`src/rtl/owr_pkg.sv`:
```
package owr_pkg;

  localparam int CRC_W = 8;
  // x^8 + x^5 + x^4 + 1 in reflected form, since bits enter LSB first
  localparam logic [CRC_W-1:0] CRC_POLY_REFL = 8'h8C;

  localparam logic [7:0] CMD_READ     = 8'h33;
  localparam logic [7:0] CMD_MATCH    = 8'h55;
  localparam logic [7:0] CMD_SEARCH   = 8'hF0;
  localparam logic [7:0] CMD_SKIP     = 8'hCC;
  localparam logic [7:0] CMD_RESUME   = 8'hA5;
  localparam logic [7:0] CMD_OD_SKIP  = 8'h3C;
  localparam logic [7:0] CMD_OD_MATCH = 8'h69;

  typedef enum logic [2:0] {
    ST_IDLE,      // deaf until the next line reset
    ST_CMD,       // collecting the command byte
    ST_READ,      // streaming the identity out
    ST_MATCH,     // comparing the incoming address
    ST_SRCH_BIT,  // search: offer the true bit
    ST_SRCH_CMP,  // search: offer the complement
    ST_SRCH_DIR,  // search: take the master's direction
    ST_GRANT      // function layer owns the bus
  } owr_state_e;

  function automatic logic [CRC_W-1:0] crc_step(input logic [CRC_W-1:0] c, input logic b);
    logic fb;
    logic [CRC_W-1:0] n;
    fb = c[0] ^ b;
    n  = c >> 1;
    if (fb) n = n ^ CRC_POLY_REFL;
    return n;
  endfunction

endpackage

```
`src/rtl/owr_cmd_shift.sv`:
```
module owr_cmd_shift #(
  parameter int BYTE_W = 8
) (
  input  logic              clk,
  input  logic              rst_n,
  input  logic              clear,
  input  logic              take,
  input  logic              bit_in,
  output logic              done,
  output logic [BYTE_W-1:0] byte_out
);
  localparam int CNT_W = $clog2(BYTE_W);

  logic [BYTE_W-1:0] sr_q;
  logic [CNT_W-1:0]  cnt_q;

  // the newest bit lands in the MSB; the first bit ends up in bit 0
  assign byte_out = {bit_in, sr_q[BYTE_W-1:1]};
  assign done     = take && (cnt_q == CNT_W'(BYTE_W - 1));

  always_ff @(posedge clk or negedge rst_n) begin
    if (!rst_n) begin
      sr_q  <= '0;
      cnt_q <= '0;
    end else if (clear) begin
      cnt_q <= '0;
    end else if (take) begin
      sr_q  <= byte_out;
      cnt_q <= done ? '0 : cnt_q + 1'b1;
    end
  end

endmodule

```
`src/rtl/owr_id_seq.sv`:
```
module owr_id_seq
  import owr_pkg::*;
#(
  parameter int                    FAMILY_W = 8,
  parameter int                    SERIAL_W = 48,
  parameter logic [FAMILY_W-1:0]   FAMILY   = 8'h3A,
  parameter logic [SERIAL_W-1:0]   SERIAL   = 48'hA5C3_0F96_1E2D
) (
  input  logic clk,
  input  logic rst_n,
  input  logic restart,
  input  logic advance,
  output logic id_bit,
  output logic last
);
  localparam int DATA_W = FAMILY_W + SERIAL_W;
  localparam int ID_W   = DATA_W + CRC_W;
  localparam int IDX_W  = $clog2(ID_W);
  localparam logic [ID_W-1:0] DATA_PAD = {{CRC_W{1'b0}}, SERIAL, FAMILY};

  logic [IDX_W-1:0] idx_q;
  logic [CRC_W-1:0] crc_q;
  logic             in_crc;

  assign in_crc = (idx_q >= IDX_W'(DATA_W));
  assign id_bit = in_crc ? crc_q[0] : DATA_PAD[idx_q];
  assign last   = (idx_q == IDX_W'(ID_W - 1));

  // Every emitted bit goes through the CRC. In the CRC field that means
  // feeding crc_q[0] back, which gives 0 feedback and just shifts the
  // residue down so the next CRC bit reaches bit 0.
  always_ff @(posedge clk or negedge rst_n) begin
    if (!rst_n) begin
      idx_q <= '0;
      crc_q <= '0;
    end else if (restart) begin
      idx_q <= '0;
      crc_q <= '0;
    end else if (advance) begin
      idx_q <= last ? '0 : idx_q + 1'b1;
      crc_q <= crc_step(crc_q, id_bit);
    end
  end

  // after a full identity pass the CRC residue must be zero
  a_r4_crc_closes: assert property (@(posedge clk) disable iff (!rst_n)
    (advance && last && !restart) |=> (crc_q == '0));

  // the residue is zero whenever the pass is back at bit 0
  a_r4_start_clean: assert property (@(posedge clk) disable iff (!rst_n)
    (idx_q == '0) |-> (crc_q == '0));

endmodule

```
`src/rtl/owr_rom_layer.sv`:
```
module owr_rom_layer
  import owr_pkg::*;
#(
  parameter int                  FAMILY_W    = 8,
  parameter int                  SERIAL_W    = 48,
  parameter logic [FAMILY_W-1:0] FAMILY_CODE = 8'h3A,
  parameter logic [SERIAL_W-1:0] SERIAL_NUM  = 48'hA5C3_0F96_1E2D,
  parameter int                  BYTE_W      = 8
) (
  input  logic clk,
  input  logic rst_n,
  input  logic line_reset,
  input  logic rst_slow,
  input  logic rx_valid,
  input  logic rx_bit,
  output logic rx_ready,
  output logic tx_valid,
  output logic tx_bit,
  input  logic tx_ready,
  output logic overdrive,
  output logic func_grant
);

  owr_state_e        state_q;
  logic              resume_q;
  logic              od_q;
  logic              rx_fire;
  logic              tx_fire;
  logic              cmd_take;
  logic              cmd_done;
  logic [BYTE_W-1:0] cmd_byte;
  logic              id_bit;
  logic              id_last;
  logic              bit_hit;
  logic              id_adv;

  assign rx_ready   = (state_q == ST_CMD) || (state_q == ST_MATCH) || (state_q == ST_SRCH_DIR);
  assign tx_valid   = (state_q == ST_READ) || (state_q == ST_SRCH_BIT) || (state_q == ST_SRCH_CMP);
  assign tx_bit     = (state_q == ST_SRCH_CMP) ? ~id_bit : id_bit;
  assign func_grant = (state_q == ST_GRANT);
  assign overdrive  = od_q;

  assign rx_fire  = rx_valid && rx_ready;
  assign tx_fire  = tx_valid && tx_ready;
  assign cmd_take = rx_fire && (state_q == ST_CMD) && !line_reset;
  assign bit_hit  = (rx_bit == id_bit);
  assign id_adv   = !line_reset &&
                    (((state_q == ST_READ) && tx_fire) ||
                     (((state_q == ST_MATCH) || (state_q == ST_SRCH_DIR)) && rx_fire && bit_hit));

  owr_cmd_shift #(.BYTE_W(BYTE_W)) cmd_i (
    .clk      (clk),
    .rst_n    (rst_n),
    .clear    (line_reset),
    .take     (cmd_take),
    .bit_in   (rx_bit),
    .done     (cmd_done),
    .byte_out (cmd_byte)
  );

  owr_id_seq #(
    .FAMILY_W (FAMILY_W),
    .SERIAL_W (SERIAL_W),
    .FAMILY   (FAMILY_CODE),
    .SERIAL   (SERIAL_NUM)
  ) id_i (
    .clk     (clk),
    .rst_n   (rst_n),
    .restart (line_reset),
    .advance (id_adv),
    .id_bit  (id_bit),
    .last    (id_last)
  );

  always_ff @(posedge clk or negedge rst_n) begin
    if (!rst_n) begin
      state_q  <= ST_IDLE;
      resume_q <= 1'b0;
      od_q     <= 1'b0;
    end else if (line_reset) begin
      state_q <= ST_CMD;
      if (rst_slow) od_q <= 1'b0;
    end else begin
      unique case (state_q)
        ST_CMD: if (cmd_done) begin
          unique case (cmd_byte[7:0])
            CMD_READ: begin
              state_q  <= ST_READ;
              resume_q <= 1'b0;
            end
            CMD_MATCH:  state_q <= ST_MATCH;
            CMD_SEARCH: state_q <= ST_SRCH_BIT;
            CMD_SKIP: begin
              state_q  <= ST_GRANT;
              resume_q <= 1'b0;
            end
            CMD_RESUME: state_q <= resume_q ? ST_GRANT : ST_IDLE;
            CMD_OD_SKIP: begin
              state_q  <= ST_GRANT;
              resume_q <= 1'b0;
              od_q     <= 1'b1;
            end
            CMD_OD_MATCH: begin
              state_q <= ST_MATCH;
              od_q    <= 1'b1;
            end
            default: state_q <= ST_IDLE;
          endcase
        end
        ST_READ: if (tx_fire && id_last) state_q <= ST_GRANT;
        ST_MATCH, ST_SRCH_DIR: if (rx_fire) begin
          if (!bit_hit) begin
            state_q  <= ST_IDLE;
            resume_q <= 1'b0;
          end else if (id_last) begin
            state_q  <= ST_GRANT;
            resume_q <= 1'b1;
          end else if (state_q == ST_SRCH_DIR) begin
            state_q <= ST_SRCH_BIT;
          end
        end
        ST_SRCH_BIT: if (tx_fire) state_q <= ST_SRCH_CMP;
        ST_SRCH_CMP: if (tx_fire) state_q <= ST_SRCH_DIR;
        default: ;
      endcase
    end
  end

  // the grant persists until a line reset
  a_r11_grant_hold: assert property (@(posedge clk) disable iff (!rst_n)
    (func_grant && !line_reset) |=> func_grant);

  // offered transmit bit stays put under back-pressure
  a_r12_tx_hold: assert property (@(posedge clk) disable iff (!rst_n)
    (tx_valid && !tx_ready && !line_reset) |=> (tx_valid && $stable(tx_bit)));

  // the layer never listens and talks at once
  a_r12_one_direction: assert property (@(posedge clk) disable iff (!rst_n)
    !(rx_ready && tx_valid));

  // overdrive leaves only through a standard-length line reset
  a_r9_od_exit: assert property (@(posedge clk) disable iff (!rst_n)
    $fell(overdrive) |-> $past(line_reset && rst_slow));

  // overdrive is entered only on an accepted command bit
  a_r9_od_entry: assert property (@(posedge clk) disable iff (!rst_n)
    $rose(overdrive) |-> $past(cmd_done && (state_q == ST_CMD)));

  // the idle state stays silent until a line reset
  a_r10_idle_quiet: assert property (@(posedge clk) disable iff (!rst_n)
    ((state_q == ST_IDLE) && !line_reset) |=> (!rx_ready && !tx_valid && !func_grant));

endmodule

```
`config.mk`:
```
export PLATFORM = sky130hd
export DESIGN_NAME = owr_rom_layer
export DESIGN_NICKNAME = d
export VERILOG_FILES = /design/src/rtl/owr_pkg.sv /design/src/rtl/owr_cmd_shift.sv /design/src/rtl/owr_id_seq.sv /design/src/rtl/owr_rom_layer.sv
export SDC_FILE = /design/constraint.sdc
export NUM_CORES = 1
export LEC_CHECK = 0
export BUFFER_PORTS_ARGS = -buffer_cell sky130_fd_sc_hd__buf_2
export CORE_MARGIN = 2
export CORE_UTILIZATION = 25
export CTS_CLUSTER_SIZE = 28
export DETAILED_ROUTE_END_ITERATION = 10
export PLACE_DENSITY = 0.43
export SLEW_MARGIN = 20
export SYNTH_ARGS = -nofsm -noshare
export SYNTH_HDL_FRONTEND = slang
export SYNTH_SLANG_ARGS = --single-unit
```
`constraint.sdc`:
```
create_clock -name clk -period 2.7 [get_ports clk]
set_input_delay 0.135 -clock clk [delete_from_list [all_inputs] [get_ports clk]]
set_output_delay 0.135 -clock clk [all_outputs]
set_load 0.02 [all_outputs]
```
==> results of run 1 <==
==> worst register-to-register path: stages (launching register included) <==
cell      delay, ps
dfrtp_1         360
inv_2            50
ha_1            300
and2_1          160
or3_1           300
a211o_1         350
a21oi_4         200
nor3_4           80
or2_2           320
o311ai_0        290
==> layout make-up <==
cell class	count	area, µm²	share of cell area [%]
clock buffers	6	72.6	3.05
repair buffers	24	159	6.67
clock inverters	2	10.0	0.420
well taps	105	131	5.51
multi-input cells	173	1240	52.0
flip-flops and latches	29	726	30.5
inverters	12	45.0	1.89
==> per-layer routing <==
layer / vias to the layer above / share of wire (%) / track usage, %
met4: 0 / 1.9 / 4.95
met2: 44 / 46 / 19.8
met5: - / 0 / 0
met3: 9 / 4.1 / 3.11
met1: 859 / 48 / 16.4
li1: 873 / - / -
==> final timing paths <==
path	start	end	slack (ps)	cells after the start
setup / recovery	id_i.idx_q[0]	tx_bit	130	8
hold / removal	rst_slow	overdrive	60	2
setup reg to reg	id_i.idx_q[0]	id_i.idx_q[2]	180	9
hold reg to reg	cmd_i.cnt_q[1]	cmd_i.cnt_q[1]	530	2
max in group asynchronous	rst_n	cmd_i.cnt_q[2]	1820	2
min in group asynchronous	rst_n	cmd_i.sr_q[6]	430	2
==> flip-flops by register name, summed over array words and instances (netlist names) <==
signal and flops:
overdrive 1, id_i.idx_q 6, cmd_i.cnt_q 3, cmd_i.sr_q 7, id_i.crc_q 8, state_q 3
resume_q 1
==> power by group through the flow <==
stage / clock network (W) / registers (W) / logic [W]
2_1_floorplan: 0 / 0.000525 / 0.000121
3_3_place_gp: 0 / 0.000541 / 0.000166
3_5_place_dp: 0 / 0.000537 / 0.000167
4_1_cts: 0.000376 / 0.000530 / 0.000169
5_1_grt: 0.000396 / 0.000538 / 0.000188
6_report: 0.000360 / 0.000531 / 0.000169
==> cells in the final DEF (no fill, tap or decap), types with 3 or more instances in the layout <==
cell type and instances:
a31oi_1 4, ha_1 6, nand2_1 24, a211o_1 3, nor4_1 4, o211ai_1 4, dfrtp_1 29, buf_4 11
nand3_1 5, a21oi_1 8, nor3_1 6, clkbuf_8 5, and4_1 4, mux2_2 7, nor2b_1 7, o21ai_0 12
o2111ai_1 3, o311ai_1 4, nor2_1 15, inv_1 9, buf_2 11, mux2i_1 11
==> logic make-up (layout without fill, tap and decap cells) <==
group / count (synthesis) / count (layout) / share of synthesized area [%]
AND/OR/NAND/NOR: 88 / 88 / 24.0
AO/OA/AOI/OAI: 55 / 55 / 18.4
flip-flops: 29 / 29 / 35.4
buffers and inverters: 23 / 44 / 5.00
multiplexers: 19 / 19 / 9.95
adder cells (fa/ha/maj): 6 / 6 / 3.66
XOR/XNOR: 5 / 5 / 3.60
==> through the flow <==
| step | hold slack (ps) | cell area [µm²] | utilization [%] | std cells | setup slack, ps |
|---|---|---|---|---|---|
| 2_1_floorplan | -161 | 2050 | - | 225 | 3.92 |
| 3_3_place_gp | 230 | 2260 | 28.0 | 341 | 64.1 |
| 3_5_place_dp | 234 | 2260 | 28.0 | 341 | 98.5 |
| 4_1_cts | 47.3 | 2350 | 29.1 | 350 | 73.0 |
| 5_1_grt | 44.1 | 2380 | 29.4 | 351 | -5.17 |
| 6_report | 55.8 | 2380 | 29.4 | 351 | 132 |
==> what timing repair did <==
| item | CTS | global route |
|---|---|---|
| endpoints found under the setup margin | 0 | 15 |
| resized for setup | 0 | 9 |
| hold endpoints to repair | 29 | 0 |
| hold buffers | 1 | 0 |
| buffers inserted | 0 | 1 |
==> reports/qor.csv, run 1 <==
metric,value,unit
ir_drop,0.000126,V
worst_path_largest_cell_delay,360,ps
fmax,389,MHz
htreeDepth,2,
sw_frac_of_total,30.8,%
drive_above_1_share,18.7,%
ys_seq_area_share,35.4,%
grt_max_degree,30,
p_switching,0.000327,W
rows,33,
area_delta_synth_final,16.2,%
clkPwrFrac,34.0,%
finClkSkew,9.81,ps
grt_pass1_vias,1748,
cts.sinks,29,
path_buf_inv,2,
finalSetupViolCount,0,
p_int,0.000734,W
clkTransAtPathRegs,70,ps
grt_pass1_wl,8750,µm
cp-end-kind,output port,
dieArea,8940,µm²
ys_top_cells_by_area,"dfrtp_1, mux2i_1, nand2_1",
rsz0062_at_grt,true,
layout.nets,258,
crit_type,register to output port,
grt_antenna_before_repair,0,
root_buffer,clkbuf_8,
fillers,879,
syn-cell-area,2050,µm²
num_io_pins,12,
portBuffers,11,
p_leak,1.03,nW
finalHoldViolations,0,
overflow,0,
yosysWarnings,0,
gpl.final_weighted_congestion,0.821,
insertion_delay,280,ps
coreArea,8090,µm²
tritoncts,built,
first_iter_violations,101,
firstDrtPassIters,4,
final.min_clock_period,2570,ps
slew_viol_final,0,
cellPowerDensity,445,nW/µm²
n_antenna_cell,0,
fin_total_pwr,0.00106,W
yosysTopAreaCell,dfrtp_1,
die_h,94.6,µm
yosysMostFrequentCell,dfrtp_1,
power_frac_comb,15.9,%
fin_tns_setup,0,ps
route.detailed.drc,0,
path_max_fanout,4,
cp_top_family,simple AND/OR/NAND/NOR gates,
totalWireLength,4990,µm
num_vias,1785,
avgRoutedWirePerCell,14.2,µm
slew_headroom,53.4,%
cp.arrival,2430,ps
antenna_left,0,
avgViaCountPerCell,5.09,
syn_area_per_cell,9.11,µm²
clk_path_buf_depth,2,
synth_common_cells,"dfrtp_1, nand2_1, nor2_1",
chipWidth,94.6,µm
seq_power_share,50.1,%
syn-num-nets,238,
postSynth.asyncResetShare,100,%
start_kind,register,
worst-slew-pin-transition,699,ps
hold_class,input pin to register,
syn_inst,225,
status,completed,
synth_edf_count,0,
fin_crit_sh,95.1,%
yosys.area.top_type_share,35.4,%
ys_ff_latch,29,
worstPathCellList,inv_2 > ha_1 > and2_1 > or3_1 > a211o_1 > nand2_1 > xor2_1 > buf_2,
drv_cap,0,
ys_dominant_reg_cell,dfrtp_1,
grtUsageTotal,12.5,%
cts_buffers,5,
crit_slowest_cell,dfrtp_1,
yosysUniqueCellTypes,54,
worstPathRequired,2570,ps
initial_core_util,25.3,%
dpl.hpwl,3540,µm
No activity file was read; power rests on OpenSTA's default activity.
==> run 2, diff against run 1 <==
CORE_MARGIN = 1   (was 2)
SLEW_MARGIN = unset   (was 20)
==> reports/qor.csv, run 2 (synthesis gave the netlist of run 1 again) <==
metric,value,unit,change
slew_viol_final,0,,unchanged
fin_area,2480,µm²,was 2380 µm²
grtUsageTotal,12.6,%,was 12.5%
fin_crit_sh,93.0,%,was 95.1%
largest_reg_flops,8,,unchanged
initial_core_util,26.1,%,was 25.3%
grt_pass1_vias,1692,,was 1748
drv_cap,0,,unchanged
finalHoldViolations,0,,unchanged
ir_drop,0.000139,V,was 0.000126 V
cellPowerDensity,477,nW/µm²,was 445 nW/µm²
gpl.final_weighted_congestion,0.802,,was 0.821
stdcell_count,354,,was 351
slew_headroom,53.4,%,about the same
first_iter_violations,84,,was 101
p_leak,1.08,nW,was 1.03 nW
final_common_cell,dfrtp_1,,unchanged
start_kind,register,,unchanged
rows,32,,was 33
antenna_left,0,,unchanged
path_max_fanout,6,,was 4
final.min_clock_period,2510,ps,was 2570 ps
htreeDepth,2,,unchanged
layout.nets,264,,was 258
grt_antenna_before_repair,0,,unchanged
drive_above_1_share,21.8,%,was 18.7%
avgRoutedWirePerCell,14.4,µm,was 14.2 µm
hold_class,input pin to register,,unchanged
totalWireLength,5090,µm,was 4990 µm
status,completed,,unchanged
top_regs,"id_i.crc_q: 8 flops, cmd_i.sr_q: 7 flops, id_i.idx_q: 6 flops",,unchanged
regMostFlops,id_i.crc_q,,unchanged
grt_pass1_wl,8370,µm,was 8750 µm
cts_buffers,5,,unchanged
n_antenna_cell,0,,unchanged
rsz0062_at_grt,true,,unchanged
clkTransAtPathRegs,70,ps,about the same
grt_max_degree,30,,unchanged
worst-slew-pin-transition,699,ps,about the same
placed_cell_area,2300,µm²,was 2260 µm²
dp.cells,344,,was 341
area_delta_synth_final,21.0,%,was 16.2%
portBuffers,11,,unchanged
fmax,398,MHz,was 389 MHz
firstDrtPassIters,4,,unchanged
clk_path_buf_depth,2,,unchanged
coreArea,7850,µm²,was 8090 µm²
avgViaCountPerCell,5.00,,was 5.09
root_buffer,clkbuf_8,,unchanged
overflow,0,,unchanged
cp-end-kind,register,,was output port
fin_total_pwr,0.00118,W,was 0.00106 W
dpl.hpwl,3620,µm,was 3540 µm
tritoncts,built,,unchanged
layout_common_cells,"dfrtp_1, nand2_1, buf_4",,"was dfrtp_1, nand2_1, nor2_1"
num_vias,1771,,was 1785
insertion_delay,280,ps,about the same
worstPathRequired,2850,ps,was 2570 ps
route.detailed.drc,0,,unchanged
die_h,92.6,µm,was 94.6 µm
num_io_pins,12,,unchanged
cp.arrival,2670,ps,was 2430 ps
finalSetupViolCount,0,,unchanged
crit_type,register to register,,was register to output port
dieArea,8570,µm²,was 8940 µm²
cts.sinks,29,,unchanged
chipWidth,92.6,µm,was 94.6 µm
finClkSkew,6.84,ps,was 9.81 ps
run 2: per-layer routing:
layer / vias to the layer above / global-route usage (%) / part of all wire (%)
met5: - / 0 / 0
met1: 844 / 17.9 / 52
met3: 6 / 2.96 / 3.5
met4: 0 / 4.43 / 1.3
met2: 36 / 18.7 / 44
li1: 885 / - / -
run 2: where the power goes:
group	internal (W)	total [W]	switching, W
Sequential	0.000475	0.000531	0.0000559
Clock	0.000301	0.000482	0.000181
Combinational	0.0000817	0.000171	0.0000894
run 2: worst paths after layout:
path,startpoint,to,slack [ps],depth (start not counted)
max in group asynchronous,rst_n,id_i.idx_q[0],1820,2
worst min register to register,cmd_i.cnt_q[1],cmd_i.cnt_q[1],530,2
worst min-delay path,rst_slow,overdrive,40,2
min in group asynchronous,rst_n,cmd_i.sr_q[5],430,2
worst max register to register,id_i.idx_q[0],state_q[1],190,11
worst max-delay path,id_i.idx_q[0],state_q[1],190,11
run 2: metrics by stage:
stage | TNS (ps) | setup slack [ps] | hold WS (ps) | util (%)
floorplan | 0 | 3.92 | -161 | -
global placement | 0 | 42.2 | 238 | 29.4
detailed placement | -13.7 | -11.7 | 243 | 29.4
CTS | 0 | 33.1 | 37.2 | 31.0
global route | -18.0 | -18.0 | 29.6 | 31.6
finish | 0 | 189 | 41.2 | 31.6
run 2: final cells by class:
type | instances | area (µm²)
clock inverters | 1 | 30.0
clock buffers | 7 | 86.3
well taps | 102 | 128
multi-input cells | 173 | 1270
flip-flops and latches | 29 | 726
repair buffers | 30 | 200
inverters | 12 | 45.0
fillers | 853 | 5370
run 2: repair_timing:
item,CTS,global route
endpoints found under the setup margin,5,8
hold buffers,1,0
gates resized for setup,1,11
hold endpoints to repair,29,0
pin swaps,0,2
setup buffers,0,1
run 2: critical path, stage by stage, from the launching register on:
cell,delay (ps)
dfrtp_1,360
inv_2,40
ha_1,290
and2_1,160
or3_1,300
a211o_1,300
a21oi_2,210
buf_4,160
nor4_2,40
buf_4,160
o311ai_2,240
o41ai_1,110
==> run 3, diff against run 2 <==
ABC_AREA = 1   (was unset)
BUFFER_PORTS_ARGS = -buffer_cell sky130_fd_sc_hd__buf_4   (was -buffer_cell sky130_fd_sc_hd__buf_2)
==> reports/qor.csv, run 3 <==
metric,value,unit,change
status,completed,,unchanged
tritoncts,built,,unchanged
antenna_left,0,,unchanged
clk_path_buf_depth,2,,unchanged
final_common_cell,nand2_1,,was dfrtp_1
firstDrtPassIters,4,,unchanged
cts_buffers,5,,unchanged
num_vias,1814,,was 1771
dieArea,8310,µm²,was 8570 µm²
drv_cap,0,,unchanged
cellPowerDensity,772,nW/µm²,was 477 nW/µm²
regMostFlops,id_i.crc_q,,unchanged
worstPathCellList,inv_1 > ha_1 > nand2_1 > nand3_1 > nand3_1 > nand2_1 > nand2_2 > nand2_4 > xnor2_1 > buf_4,,was inv_2 > ha_1 > and2_1 > or3_1 > a211o_1 > a21oi_2 > buf_4 > nor4_2 > buf_4 > o311ai_2 > o41ai_1
crit_type,register to output port,,was register to register
slew_headroom,63.5,%,was 53.4%
yosysWarnings,0,,unchanged
ys_seq_area_share,36.5,%,was 35.4%
yosys.area.top_type_share,36.5,%,was 35.4%
synth_common_cells,"nand2_1, inv_1, nand3_1",,"was dfrtp_1, nand2_1, nor2_1"
drive_above_1_share,12.1,%,was 21.8%
post-route-worst-setup-slack,545,ps,was 189 ps
totalWireLength,5000,µm,was 5090 µm
dpl.hpwl,3600,µm,was 3620 µm
rsz0062_at_grt,false,,was true
largest_reg_flops,8,,unchanged
rows,32,,unchanged
initial_core_util,25.8,%,was 26.1%
cp_top_family,simple AND/OR/NAND/NOR gates,,was compound AO/OA/AOI/OAI gates
pre_cts_ws,540,ps,was -11.7 ps
layout.nets,319,,was 264
syn-cell-area,1990,µm²,was 2050 µm²
chipWidth,91.2,µm,was 92.6 µm
worst-slew-pin-transition,546,ps,was 699 ps
area_delta_synth_final,15.9,%,was 21.0%
avgViaCountPerCell,4.45,,was 5.00
crit_slowest_cell,dfrtp_1,,unchanged
insertion_delay,290,ps,was 280 ps
coreArea,7690,µm²,was 7850 µm²
ir_drop,0.000288,V,was 0.000139 V
grtUsageTotal,13.4,%,was 12.6%
path_max_fanout,6,,unchanged
clkTransAtPathRegs,70,ps,about the same
route.detailed.drc,0,,unchanged
ys_dominant_reg_cell,dfrtp_1,,unchanged
syn_area_per_cell,6.88,µm²,was 9.11 µm²
worst_path_largest_cell_delay,430,ps,was 360 ps
r2r_setup_slack,550,ps,was 190 ps
final.min_clock_period,2150,ps,was 2510 ps
cp-end-kind,output port,,was register
finalSetupViolCount,0,,unchanged
yosysUniqueCellTypes,29,,was 54
cp.arrival,2020,ps,was 2670 ps
die_h,91.2,µm,was 92.6 µm
gpl.final_weighted_congestion,0.792,,was 0.802
avgRoutedWirePerCell,12.3,µm,was 14.4 µm
postSynth.asyncResetShare,100,%,unchanged
p_leak,1.14,nW,was 1.08 nW
n_antenna_cell,0,,unchanged
grt_max_degree,30,,unchanged
fin_crit_sh,79.8,%,was 93.0%
worstPathRequired,2570,ps,was 2850 ps
slew_viol_final,0,,unchanged
cts.sinks,29,,unchanged
hold_class,input pin to register,,unchanged
ys_top_cells_by_area,"dfrtp_1, nand2_1, nand3_1",,"was dfrtp_1, mux2i_1, nand2_1"
htreeDepth,2,,unchanged
portBuffers,11,,unchanged
finalHoldViolations,0,,unchanged
ys_ff_latch,29,,unchanged
grt_pass1_wl,8730,µm,was 8370 µm
num_io_pins,12,,unchanged
syn-num-nets,302,,was 238
syn_inst,289,,was 225
top_regs,"id_i.crc_q: 8 flops, cmd_i.sr_q: 7 flops, id_i.idx_q: 6 flops",,unchanged
grt_antenna_before_repair,0,,unchanged
yosysMostFrequentCell,nand2_1,,was dfrtp_1
finClkSkew,5.69,ps,was 6.84 ps
root_buffer,clkbuf_8,,unchanged
synth_edf_count,0,,unchanged
overflow,0,,unchanged
fin_tns_setup,0,ps,unchanged
first_iter_violations,98,,was 84
path_buf_inv,2,,was 3
grt_pass1_vias,1782,,was 1692
start_kind,register,,unchanged
yosysTopAreaCell,dfrtp_1,,unchanged
layout_common_cells,"nand2_1, inv_1, nand3_1",,"was dfrtp_1, nand2_1, buf_4"
fmax,464,MHz,was 398 MHz
run 3: cell count changes in the layout (fill, tap and decap cells not counted), sizes merged, moves of 9 or more:
| cell | change |
|---|---|
| nand2 | +64 |
| nand3 | +31 |
| inv | +30 |
| buf | -15 |
| nor2 | +13 |
| mux2i | -11 |
| o21ai | +11 |
| nand4 | +9 |
run 3: path summary, 6_finish.rpt:
path	cells past startpoint	startpoint	end
worst max-delay path	10	id_i.idx_q[0]	tx_bit
worst min-delay path	4	rst_slow	overdrive
worst max register to register	13	id_i.idx_q[0]	id_i.crc_q[5]
worst min register to register	1	cmd_i.cnt_q[0]	cmd_i.cnt_q[0]
max in group asynchronous	2	rst_n	id_i.crc_q[6]
min in group asynchronous	2	rst_n	state_q[2]
run 3: metrics by stage:
step                      utilization [%]  instance area [µm²]  hold slack, ps  power [W]  cells
after floorplan                         -                 1990            -161    0.00112    289
after global placement               28.5                 2190             108    0.00133    400
after detailed placement             28.5                 2190             104    0.00133    400
after CTS                            29.9                 2300             113    0.00180    408
after global routing                 29.9                 2300             114    0.00192    408
final                                29.9                 2300             122    0.00178    408
run 3: power breakdown:
part,internal [W],switching [W],leakage (nW)
clock,0.000268,0.000185,0.0540
combinational,0.000242,0.000463,0.689
sequential,0.000520,0.0000993,0.394
total,0.00103,0.000747,1.14
run 3: kinds of logic (layout without fill, tap and decap cells):
group / count (synthesis) / count (layout) / share of synthesized area (%)
AO/OA/AOI/OAI: 35 / 35 / 9.51
flip-flops: 29 / 29 / 36.5
buffers and inverters: 45 / 62 / 9.13
XOR/XNOR: 4 / 4 / 1.76
adder cells (fa/ha/maj): 6 / 6 / 3.78
AND/OR/NAND/NOR: 170 / 170 / 39.3
run 3: repair_timing:
action	CTS	global route
setup buffers	0	0
hold buffers	1	0
endpoints found under the hold margin	29	0
resized for setup	0	0
run 3: per-layer routing:
metal | part of all wire [%] | vias to the layer above | global-route usage (%)
met3 | 3.2 | 4 | 3.69
li1 | - | 971 | -
met5 | 0 | - | 0
met4 | 0.64 | 0 | 3.70
met1 | 56 | 818 | 19.6
met2 | 40 | 21 | 19.1
run 3: worst min-delay path, delay by kind of cell:
family          cells  cell delay (ps)
simple gates        2               80
buf+inv             1               80
compound gates      1               70
run 3: area by class of cell:
class                           count  area [µm²]
Clock inverter                      2        35.0
Inverter                           40         150
Fill cell                         871        5390
Clock buffer                        5        68.8
Timing Repair Buffer               15         115
Tap cell                          102         128
Sequential cell                    29         726
Multi-Input combinational cell    215        1080
